**src/rtl/addsub_pkg.sv**
```systemverilog
package addsub_pkg;
  typedef enum logic [1:0] {
    RC_FITS  = 2'd0,
    RC_ABOVE = 2'd1,
    RC_BELOW = 2'd2
  } range_class_e;
endpackage

```
**src/rtl/fa_cell.sv**
```systemverilog
module fa_cell (
  input  logic x,
  input  logic y,
  input  logic ci,
  output logic s,
  output logic co
);
  assign s  = x ^ y ^ ci;
  assign co = (x & y) | (ci & (x ^ y));
endmodule

```
**src/rtl/operand_conditioner.sv**
```systemverilog
module operand_conditioner #(
  parameter int WIDTH = 4
) (
  input  logic [WIDTH-1:0] b_in,
  input  logic             sub,
  output logic [WIDTH-1:0] b_eff,
  output logic             cin
);
  assign b_eff = b_in ^ {WIDTH{sub}};
  assign cin   = sub;
endmodule

```
**src/rtl/ripple_chain.sv**
```systemverilog
module ripple_chain #(
  parameter int WIDTH = 4
) (
  input  logic [WIDTH-1:0] x,
  input  logic [WIDTH-1:0] y,
  input  logic             cin,
  output logic [WIDTH-1:0] s,
  output logic             c_top_in,
  output logic             c_out
);
  logic [WIDTH:0] c;
  assign c[0] = cin;

  for (genvar i = 0; i < WIDTH; i++) begin : g_cell
    fa_cell u_fa (
      .x  (x[i]),
      .y  (y[i]),
      .ci (c[i]),
      .s  (s[i]),
      .co (c[i+1])
    );
  end

  assign c_top_in = c[WIDTH-1];
  assign c_out    = c[WIDTH];
endmodule

```
**src/rtl/range_classifier.sv**
```systemverilog
module range_classifier
  import addsub_pkg::*;
(
  input  logic         c_top_in,
  input  logic         c_out,
  input  logic         b_eff_sign,
  output range_class_e cls
);
  logic out_of_range;
  assign out_of_range = c_top_in ^ c_out;

  always_comb begin
    if (!out_of_range)   cls = RC_FITS;
    else if (b_eff_sign) cls = RC_BELOW;
    else                 cls = RC_ABOVE;
  end
endmodule

```
**src/rtl/addsub_classify.sv**
```systemverilog
module addsub_classify
  import addsub_pkg::*;
#(
  parameter int WIDTH = 4
) (
  input  logic             clk,
  input  logic             rst,
  input  logic [WIDTH-1:0] op_a,
  input  logic [WIDTH-1:0] op_b,
  input  logic             sub_mode,
  output logic [WIDTH-1:0] sum_q,
  output logic             carry_q,
  output logic             ok_q,
  output logic             ovf_q,
  output logic             unf_q
);
  localparam int MSB = WIDTH - 1;

  logic [WIDTH-1:0] b_eff;
  logic             cin;
  logic [WIDTH-1:0] sum_d;
  logic             c_top_in;
  logic             c_out;
  range_class_e     cls;

  operand_conditioner #(.WIDTH(WIDTH)) u_cond (
    .b_in  (op_b),
    .sub   (sub_mode),
    .b_eff (b_eff),
    .cin   (cin)
  );

  ripple_chain #(.WIDTH(WIDTH)) u_chain (
    .x        (op_a),
    .y        (b_eff),
    .cin      (cin),
    .s        (sum_d),
    .c_top_in (c_top_in),
    .c_out    (c_out)
  );

  range_classifier u_cls (
    .c_top_in   (c_top_in),
    .c_out      (c_out),
    .b_eff_sign (b_eff[MSB]),
    .cls        (cls)
  );

  always_ff @(posedge clk) begin
    if (rst) begin
      sum_q   <= '0;
      carry_q <= 1'b0;
      ok_q    <= 1'b1;
      ovf_q   <= 1'b0;
      unf_q   <= 1'b0;
    end else begin
      sum_q   <= sum_d;
      carry_q <= c_out;
      ok_q    <= (cls == RC_FITS);
      ovf_q   <= (cls == RC_ABOVE);
      unf_q   <= (cls == RC_BELOW);
    end
  end
endmodule

```
**config.mk**
```make
export PLATFORM = sky130hd
export DESIGN_NAME = addsub_classify
export DESIGN_NICKNAME = d
export VERILOG_FILES = /design/src/rtl/addsub_pkg.sv /design/src/rtl/fa_cell.sv /design/src/rtl/operand_conditioner.sv /design/src/rtl/ripple_chain.sv /design/src/rtl/range_classifier.sv /design/src/rtl/addsub_classify.sv
export SDC_FILE = /design/constraint.sdc
export NUM_CORES = 1
export LEC_CHECK = 0
export BUFFER_PORTS_ARGS = -buffer_cell sky130_fd_sc_hd__buf_2
export CAP_MARGIN = 30
export CORE_AREA = 2 2 39 41
export DETAILED_ROUTE_END_ITERATION = 12
export DIE_AREA = 0 0 41 43
export GPL_TIMING_DRIVEN = 0
export HOLD_SLACK_MARGIN = 0.03
export SYNTH_ARGS = -nofsm -noshare
export SYNTH_HDL_FRONTEND = slang
export SYNTH_SLANG_ARGS = --single-unit
```
**constraint.sdc**
```tcl
create_clock -name clk -period 3.2 [get_ports clk]
set_clock_uncertainty 0.1 [all_clocks]
set_input_delay 0.64 -clock clk [delete_from_list [all_inputs] [get_ports clk]]
set_output_delay 0.64 -clock clk [all_outputs]
set_load 0.05 [all_outputs]
```
==> flow_metrics.tcl, run 1 <==
set metrics [dict create \
    status "finished, final reports clean" \
    drc 0 \
    ys_seq_area_share_pct 47.23 \
    synth_area_leaders "dfxtp_1, fa_1, xnor2_1" \
    synth_commonest_cells "dfxtp_1, nor2_1, xnor2_1, fa_1, inv_1" \
    hold_viol 0 \
    grt_util_all_layers_pct 6.991 \
    clk_pin_slew_ns 0.05 \
    wl_met1_um 176 \
    cellPowerDensity_mw_per_mm2 628.6 \
    finalSetupTns_ns 0 \
    cts-resized-gates 0 \
    max_freq_ghz 0.3842 \
    wirelength_um 508 \
    vdd_ir_drop_max_mv 0.1945 \
    io_pins 19 \
    wl_met2_um 221 \
    row_count 14 \
    criticalPathCategory "in -> reg" \
    firstDrtPassIters 2 \
    die_area_sq_mm 0.001763 \
    cp_cell_sequence "buf_2 > xnor2_1 > fa_1 > fa_1 > fa_1 > xnor2_1 > or2_2" \
    synth.avg_cell_area_sq_um 11.69 \
    async_reset_ff_share_pct 0 \
    synth_edf_count 0 \
    antenna_found_initial 0 \
    io_buffers 17 \
    vias 246 \
    max_stage_delay_ns 0.43 \
    max-clock-path-buffers 2 \
    cpMaxStageDelayCell "fa_1" \
    antenna_left 0 \
    cpMostUsedCell "fa_1" \
    grt_start_max_net_pins 9 \
    start_util_pct 24.50 \
    relSlewSlack_pct 77.56 \
    period_needed_ns 2.603 \
    ys_types 11 \
    end_kind "register" \
    cts_setup_buffers 0 \
    final_layout_size_suffix_gt1_share_pct 46.94 \
    cap_violations 0 \
    hold_buffers 0 \
    grt_setup_unrepaired "no" \
    cellLeakagePower_nw 0.2294 \
    drtIter0Drc 5 \
    ys_warn_count 0 \
    synthCells 29 \
    crit_arrival_ns 2.65 \
    root_buffer "clkbuf_4" \
    htreeDepth 1 \
    fin_nets 65 \
    via_per_inst 3.785 \
    start_kind "primary input" \
    ys_ff_latch 8 \
    endpoint "ok_q$_SDFF_PP1_" \
    ys.flop_type "dfxtp_1" \
    cts.sinks 8 \
    die_h_um 43 \
    diodes 0 \
    setup_viol 0 \
    syn_area_sq_um 339.1 \
    cts_tree "built" \
    first_global_vias 203 \
    syn-num-nets 43 \
    die_width_um 41 \
    layout.cells.non_filler 65 \
    dpl.cell_count 62 \
    synth_top_area_share_pct 47.23 \
    coreArea_sq_mm 0.001384 \
    hold_class "in -> reg" \
    critPathLaunch "sub_mode" \
    routabilityCongestion 0.6183 \
    grt_overflow_total 0 \
    syn_to_final_growth_pct 37.64 \
    cts_buffers 3 \
    slew_viol_final 0 \
    setup_slack_ns 0.5972 \
    hold_slack_ns 0.5448 \
    wl_met3_um 70 \
    grt_first_pass_wirelength_um 738 \
    cp_max_fo 4 \
    yosys.area.top_type "dfxtp_1" \
    yosysMostFrequentCell "dfxtp_1" \
    wire_per_inst_um 7.815 \
    worstPathRequired_ns 3.24 \
    post-route-period-util_pct 81.34 \
    dp_slack_ns 0.3205 \
    worst_pin_slew_ns 0.3366 \
    highest-signal-layer "met4" \
]
## cells in the final DEF (no fill, tap or decap), drive strengths merged
cell type  count
nor3           1
nor2           5
or2            1
fa             3
nor3b          1
xnor2          5
clkbuf         4
buf           17
mux2i          1
inv            3
dfxtp          8
## metal layers
layer | up-vias | global-route usage, %
met5 | - | 0
met4 | 0 | 12.00
met3 | 5 | 0
met1 | 98 | 6.954
met2 | 17 | 9.375
li1 | 126 | -
## worst min-delay path by stage
stage | from | endpoint | slack [ns] | depth (start not counted)
CTS | op_a[0] | sum_q[0]$_SDFF_PP0_ | 0.55 | 3
detailed placement | op_a[0] | sum_q[0]$_SDFF_PP0_ | 0.80 | 3
global route | op_a[0] | sum_q[0]$_SDFF_PP0_ | 0.59 | 3
floorplan | op_a[0] | sum_q[0]$_SDFF_PP0_ | 0.68 | 2
finish | op_a[0] | sum_q[0]$_SDFF_PP0_ | 0.54 | 3
global placement | op_a[0] | sum_q[0]$_SDFF_PP0_ | 0.81 | 3
## flip-flops by register name (all words and copies together) (netlist names)
signal	count
ovf_q	1
carry_q	1
sum_q	4
ok_q	1
unf_q	1
## power by group
| part | switching [mW] | internal (mW) |
|---|---|---|
| Sequential | 0.00256 | 0.113 |
| Combinational | 0.0725 | 0.0302 |
| Clock | 0.0322 | 0.0428 |
| Total | 0.107 | 0.186 |
## kinds of logic (layout without fill, tap and decap cells)
logic type	count (synthesis)	count (layout)	share of synthesized area [%]
flops	8	8	47.23
simple gates	8	8	12.55
xor+xnor	5	5	15.13
buf+inv	4	24	4.427
fa+ha+maj	3	3	17.71
mux	1	1	2.952
## critical path: cells and delay by family
family	cells	cell delay (ns)
fa+ha+maj	3	1.26
xor+xnor	2	0.33
simple gates	1	0.28
buf+inv	1	0.14
## through the flow
stage               total power [mW]  instance area (sq um)  util, %
floorplan                     0.1975                  339.1        -
global placement              0.2207                  444.2    32.10
detailed placement            0.2211                  444.2    32.10
CTS                           0.2980                  466.7    33.73
global route                  0.3078                  466.7    33.73
finish                        0.2934                  466.7    33.73
## cell type report
type                            count  area, sq um
Sequential cell                     8        160.2
Clock buffer                        3        22.52
Buffer                              1        3.754
Multi-Input combinational cell     17        163.9
Timing Repair Buffer               17        85.08
Tap cell                           16        20.02
Fill cell                         159        917.1
Inverter                            3        11.26
No activity file was read; power rests on OpenSTA's default activity.
==> run 2, diff against run 1 <==
Clock period 3.2 ns to 2.4 ns, I/O delays scaled along.
==> flow_metrics.tcl, run 2 (synthesis gave the netlist of run 1 again) <==
set metrics [dict create \
    status "finished, final reports clean" \
    criticalPathCategory "in -> reg" \
    swShare_pct 35.36 \
    die_h_um 43 \
    dp_slack_ns -0.1967 \
    cp_cell_sequence "buf_2 > xnor2_1 > fa_1 > fa_2 > fa_2 > xnor2_2 > or2_2" \
    cts_setup_buffers 0 \
    final_layout_size_suffix_gt1_share_pct 53.06 \
    cts_buffers 3 \
    antenna_found_initial 0 \
    fill_cells 145 \
    wire_per_inst_um 7.646 \
    power_frac_seq_pct 39.4 \
    total_power_mw 0.3918 \
    io_buffers 17 \
    max_freq_ghz 0.4241 \
    start_kind "primary input" \
    max_stage_delay_ns 0.41 \
    setup_slack_ns 0.04194 \
    largest-register "sum_q" \
    start_util_pct 24.50 \
    grt_setup_unrepaired "no" \
    post-route-period-util_pct 98.25 \
    vias 244 \
    clk_pin_slew_ns 0.05 \
    io_pins 19 \
    fin_area_sq_um 479.2 \
    routabilityCongestion 0.6339 \
    end_kind "register" \
    die_area_sq_mm 0.001763 \
    drtIter0Drc 0 \
    switching_power_mw 0.1385 \
    via_per_inst 3.754 \
    hold_slack_ns 0.4135 \
    grt_start_max_net_pins 9 \
    fin_util_pct 34.63 \
    cts_tree "built" \
    first_global_vias 208 \
    cts-resized-gates 0 \
    p_clk_share_pct 23.8 \
    cpMaxStageDelayCell "fa_1" \
    fin_nets 65 \
    syn_to_final_growth_pct 41.33 \
    drc 0 \
    layout.cells.non_filler 65 \
    worst_pin_slew_ns 0.3164 \
    setup_viol 0 \
    htreeDepth 1 \
    relSlewSlack_pct 78.91 \
    cellLeakagePower_nw 0.2334 \
    power_frac_comb_pct 36.9 \
    mostFrequentLayoutCell "buf_2" \
    place_area_sq_um 449.2 \
    hold_buffers 0 \
    final_cell_mix "buf_2, dfxtp_1, nor2_1" \
    max-clock-path-buffers 2 \
    root_buffer "clkbuf_4" \
    p_int_mw 0.2533 \
    period_needed_ns 2.358 \
    coreArea_sq_mm 0.001384 \
    diodes 0 \
    cp_max_fo 4 \
    worstPathRequired_ns 2.43 \
    firstDrtPassIters 1 \
    wirelength_um 497 \
    dpl.cell_count 62 \
    row_count 14 \
    grt_overflow_total 0 \
    cts.sinks 8 \
    die_width_um 41 \
    largest_register_ffs 4 \
    hold_viol 0 \
    crit_arrival_ns 2.38 \
    vdd_ir_drop_max_mv 0.2338 \
    grt_util_all_layers_pct 6.680 \
    hold_class "in -> reg" \
    cellPowerDensity_mw_per_mm2 817.6 \
    finalSetupTns_ns 0 \
    antenna_left 0 \
    grt_first_pass_wirelength_um 717 \
    cpMostUsedCell "fa_2" \
    slew_viol_final 0 \
    cap_violations 0 \
]
==> run 2: per-layer routing <==
| metal | GRT usage (%) | wire (um) | vias to the layer above |
|---|---|---|---|
| li1 | - | - | 127 |
| met1 | 6.271 | 184 | 101 |
| met2 | 9.063 | 238 | 14 |
| met3 | 1.571 | 59 | 2 |
| met4 | 10.00 | 14 | 0 |
| met5 | 0 | 0 | - |
==> run 2: layout make-up <==
class	count	area, sq um	area share (%)
Sequential cell	8	160.2	33.42
Buffer	1	3.754	0.7833
Timing Repair Buffer	17	85.08	17.75
Clock buffer	3	22.52	4.700
Inverter	3	11.26	2.350
Multi-Input combinational cell	17	176.4	36.81
Tap cell	16	20.02	4.178
==> run 2: worst max-delay path, delay by kind of cell <==
kind / cells / cell delay (ns)
xor gates and xnor gates: 2 / 0.31
adders and majority gates: 3 / 1.18
and+or+nand+nor: 1 / 0.27
buffers and inverters: 1 / 0.14
==> run 2: power by group through the flow <==
stage / Combinational, mW / Clock, mW / Sequential [mW]
2_1_floorplan: 0.0431 / 0 / 0.222
3_3_place_gp: 0.140 / 0 / 0.157
3_5_place_dp: 0.141 / 0 / 0.157
4_1_cts: 0.141 / 0.0972 / 0.155
5_1_grt: 0.155 / 0.103 / 0.156
6_report: 0.145 / 0.0931 / 0.154
==> run 2: path summary, 6_finish.rpt <==
kind	to	from	slack [ns]	cells past startpoint
min	sum_q[0]$_SDFF_PP0_	op_a[0]	0.41	3
max	ok_q$_SDFF_PP1_	sub_mode	0.04	7
==> run 3, diff against run 2 <==
Settings changed: PLACE_DENSITY_LB_ADDON set to 0.15.
==> flow_metrics.tcl, run 3 (synthesis gave the netlist of run 1 again) <==
set metrics [dict create \
    status "finished, final reports clean" \
    syn_to_final_growth_pct 55.35 \
    grt_first_pass_wirelength_um 759 \
    diodes 0 \
    cap_violations 0 \
    fill_cells 140 \
    largest_register_ffs 4 \
    cts_buffers 3 \
    die_width_um 41 \
    cp_cell_sequence "buf_4 > xnor2_4 > fa_2 > fa_2 > fa_2 > xnor2_2 > or2_4" \
    max-clock-path-buffers 2 \
    wire_per_inst_um 7.955 \
    cts_tree "built" \
    grt_setup_unrepaired "no" \
    via_per_inst 3.881 \
    dpl.cell_count 62 \
    antenna_left 0 \
    wirelength_um 533 \
    finalSetupTns_ns 0 \
    antenna_found_initial 0 \
    criticalPathCategory "in -> reg" \
    die_area_sq_mm 0.001763 \
    slew_viol_final 0 \
    hold_class "in -> reg" \
    final_layout_size_suffix_gt1_share_pct 58.82 \
    hold_slack_ns 0.3962 \
    vias 260 \
    cellLeakagePower_nw 0.2531 \
    clk_pin_slew_ns 0.05 \
    start_kind "primary input" \
    root_buffer "clkbuf_4" \
    drc 0 \
    relSlewSlack_pct 78.29 \
    hold_viol 0 \
    row_count 14 \
    io_pins 19 \
    vdd_ir_drop_max_mv 0.1810 \
    drtIter0Drc 0 \
    end_kind "register" \
    grt_util_all_layers_pct 7.099 \
    cts.sinks 8 \
    max_freq_ghz 0.4238 \
    max_stage_delay_ns 0.43 \
    grt_overflow_total 0 \
    hpwl_um 458.8 \
    mostFrequentLayoutCell "buf_2" \
    layout.cells.non_filler 67 \
    fin_nets 67 \
    cpMaxStageDelayCell "fa_2" \
    htreeDepth 1 \
    firstDrtPassIters 1 \
    final_cell_mix "buf_2, dfxtp_1, nor2_1" \
    die_h_um 43 \
    crit_arrival_ns 2.39 \
    worst_pin_slew_ns 0.3256 \
    start_util_pct 24.50 \
    cp_max_fo 3 \
    first_global_vias 219 \
    grt_start_max_net_pins 9 \
    largest-register "sum_q" \
    worstPathRequired_ns 2.43 \
    cellPowerDensity_mw_per_mm2 776.0 \
    coreArea_sq_mm 0.001384 \
    period_needed_ns 2.359 \
    fin_util_pct 38.07 \
    setup_viol 0 \
    io_buffers 17 \
    post-route-period-util_pct 98.31 \
    cpMostUsedCell "fa_2" \
    routabilityCongestion 0.7009 \
]
[run 3: stage by stage]
step | setup WS (ns) | power [mW] | area, sq um
CTS | 0.05102 | 0.3947 | 471.7
floorplan | 0.02580 | 0.2649 | 344.1
finish | 0.04062 | 0.4088 | 526.8
global placement | -0.1871 | 0.2961 | 449.2
detailed placement | -0.2071 | 0.2985 | 449.2
global route | 0.01914 | 0.4314 | 526.8
[run 3: final cells by class]
cell class	count	area [sq um]	area share (%)
Buffer	1	3.754	0.7126
Clock buffer	3	22.52	4.276
Inverter	3	11.26	2.138
Multi-Input combinational cell	17	200.2	38.00
Sequential cell	8	160.2	30.40
Tap cell	16	20.02	3.800
Timing Repair Buffer	19	108.9	20.67
[run 3: final timing paths]
check                 startpoint                   to  cells after the start
worst max-delay path     op_b[1]      ok_q$_SDFF_PP1_                      7
worst min-delay path     op_a[0]  sum_q[0]$_SDFF_PP0_                      3
[run 3: power breakdown]
| part | internal (mW) | switching [mW] |
|---|---|---|
| Combinational | 0.0576 | 0.103 |
| Sequential | 0.151 | 0.00336 |
| Clock | 0.0566 | 0.0371 |
| Total | 0.265 | 0.143 |
[run 3: metal layers]
metal	share of wire, %	up-vias	routed length, um	GRT usage, %
met2	56	11	300	10.94
li1	-	133	-	-
met5	0	-	0	0
met3	11	0	58	1.571
met1	33	116	174	5.648
met4	0	0	0	10.00
[run 3: critical path: cells and delay by family]
family	cells	cell delay (ns)
xor+xnor	2	0.31
simple gates	1	0.22
fa+ha+maj	3	1.25
buf+inv	1	0.13
[run 3: timing repair]
item | CTS | global route
setup buffers | 0 | 2
setup endpoints to repair | 0 | 1
hold buffers | 0 | 0
resized for setup | 0 | 9
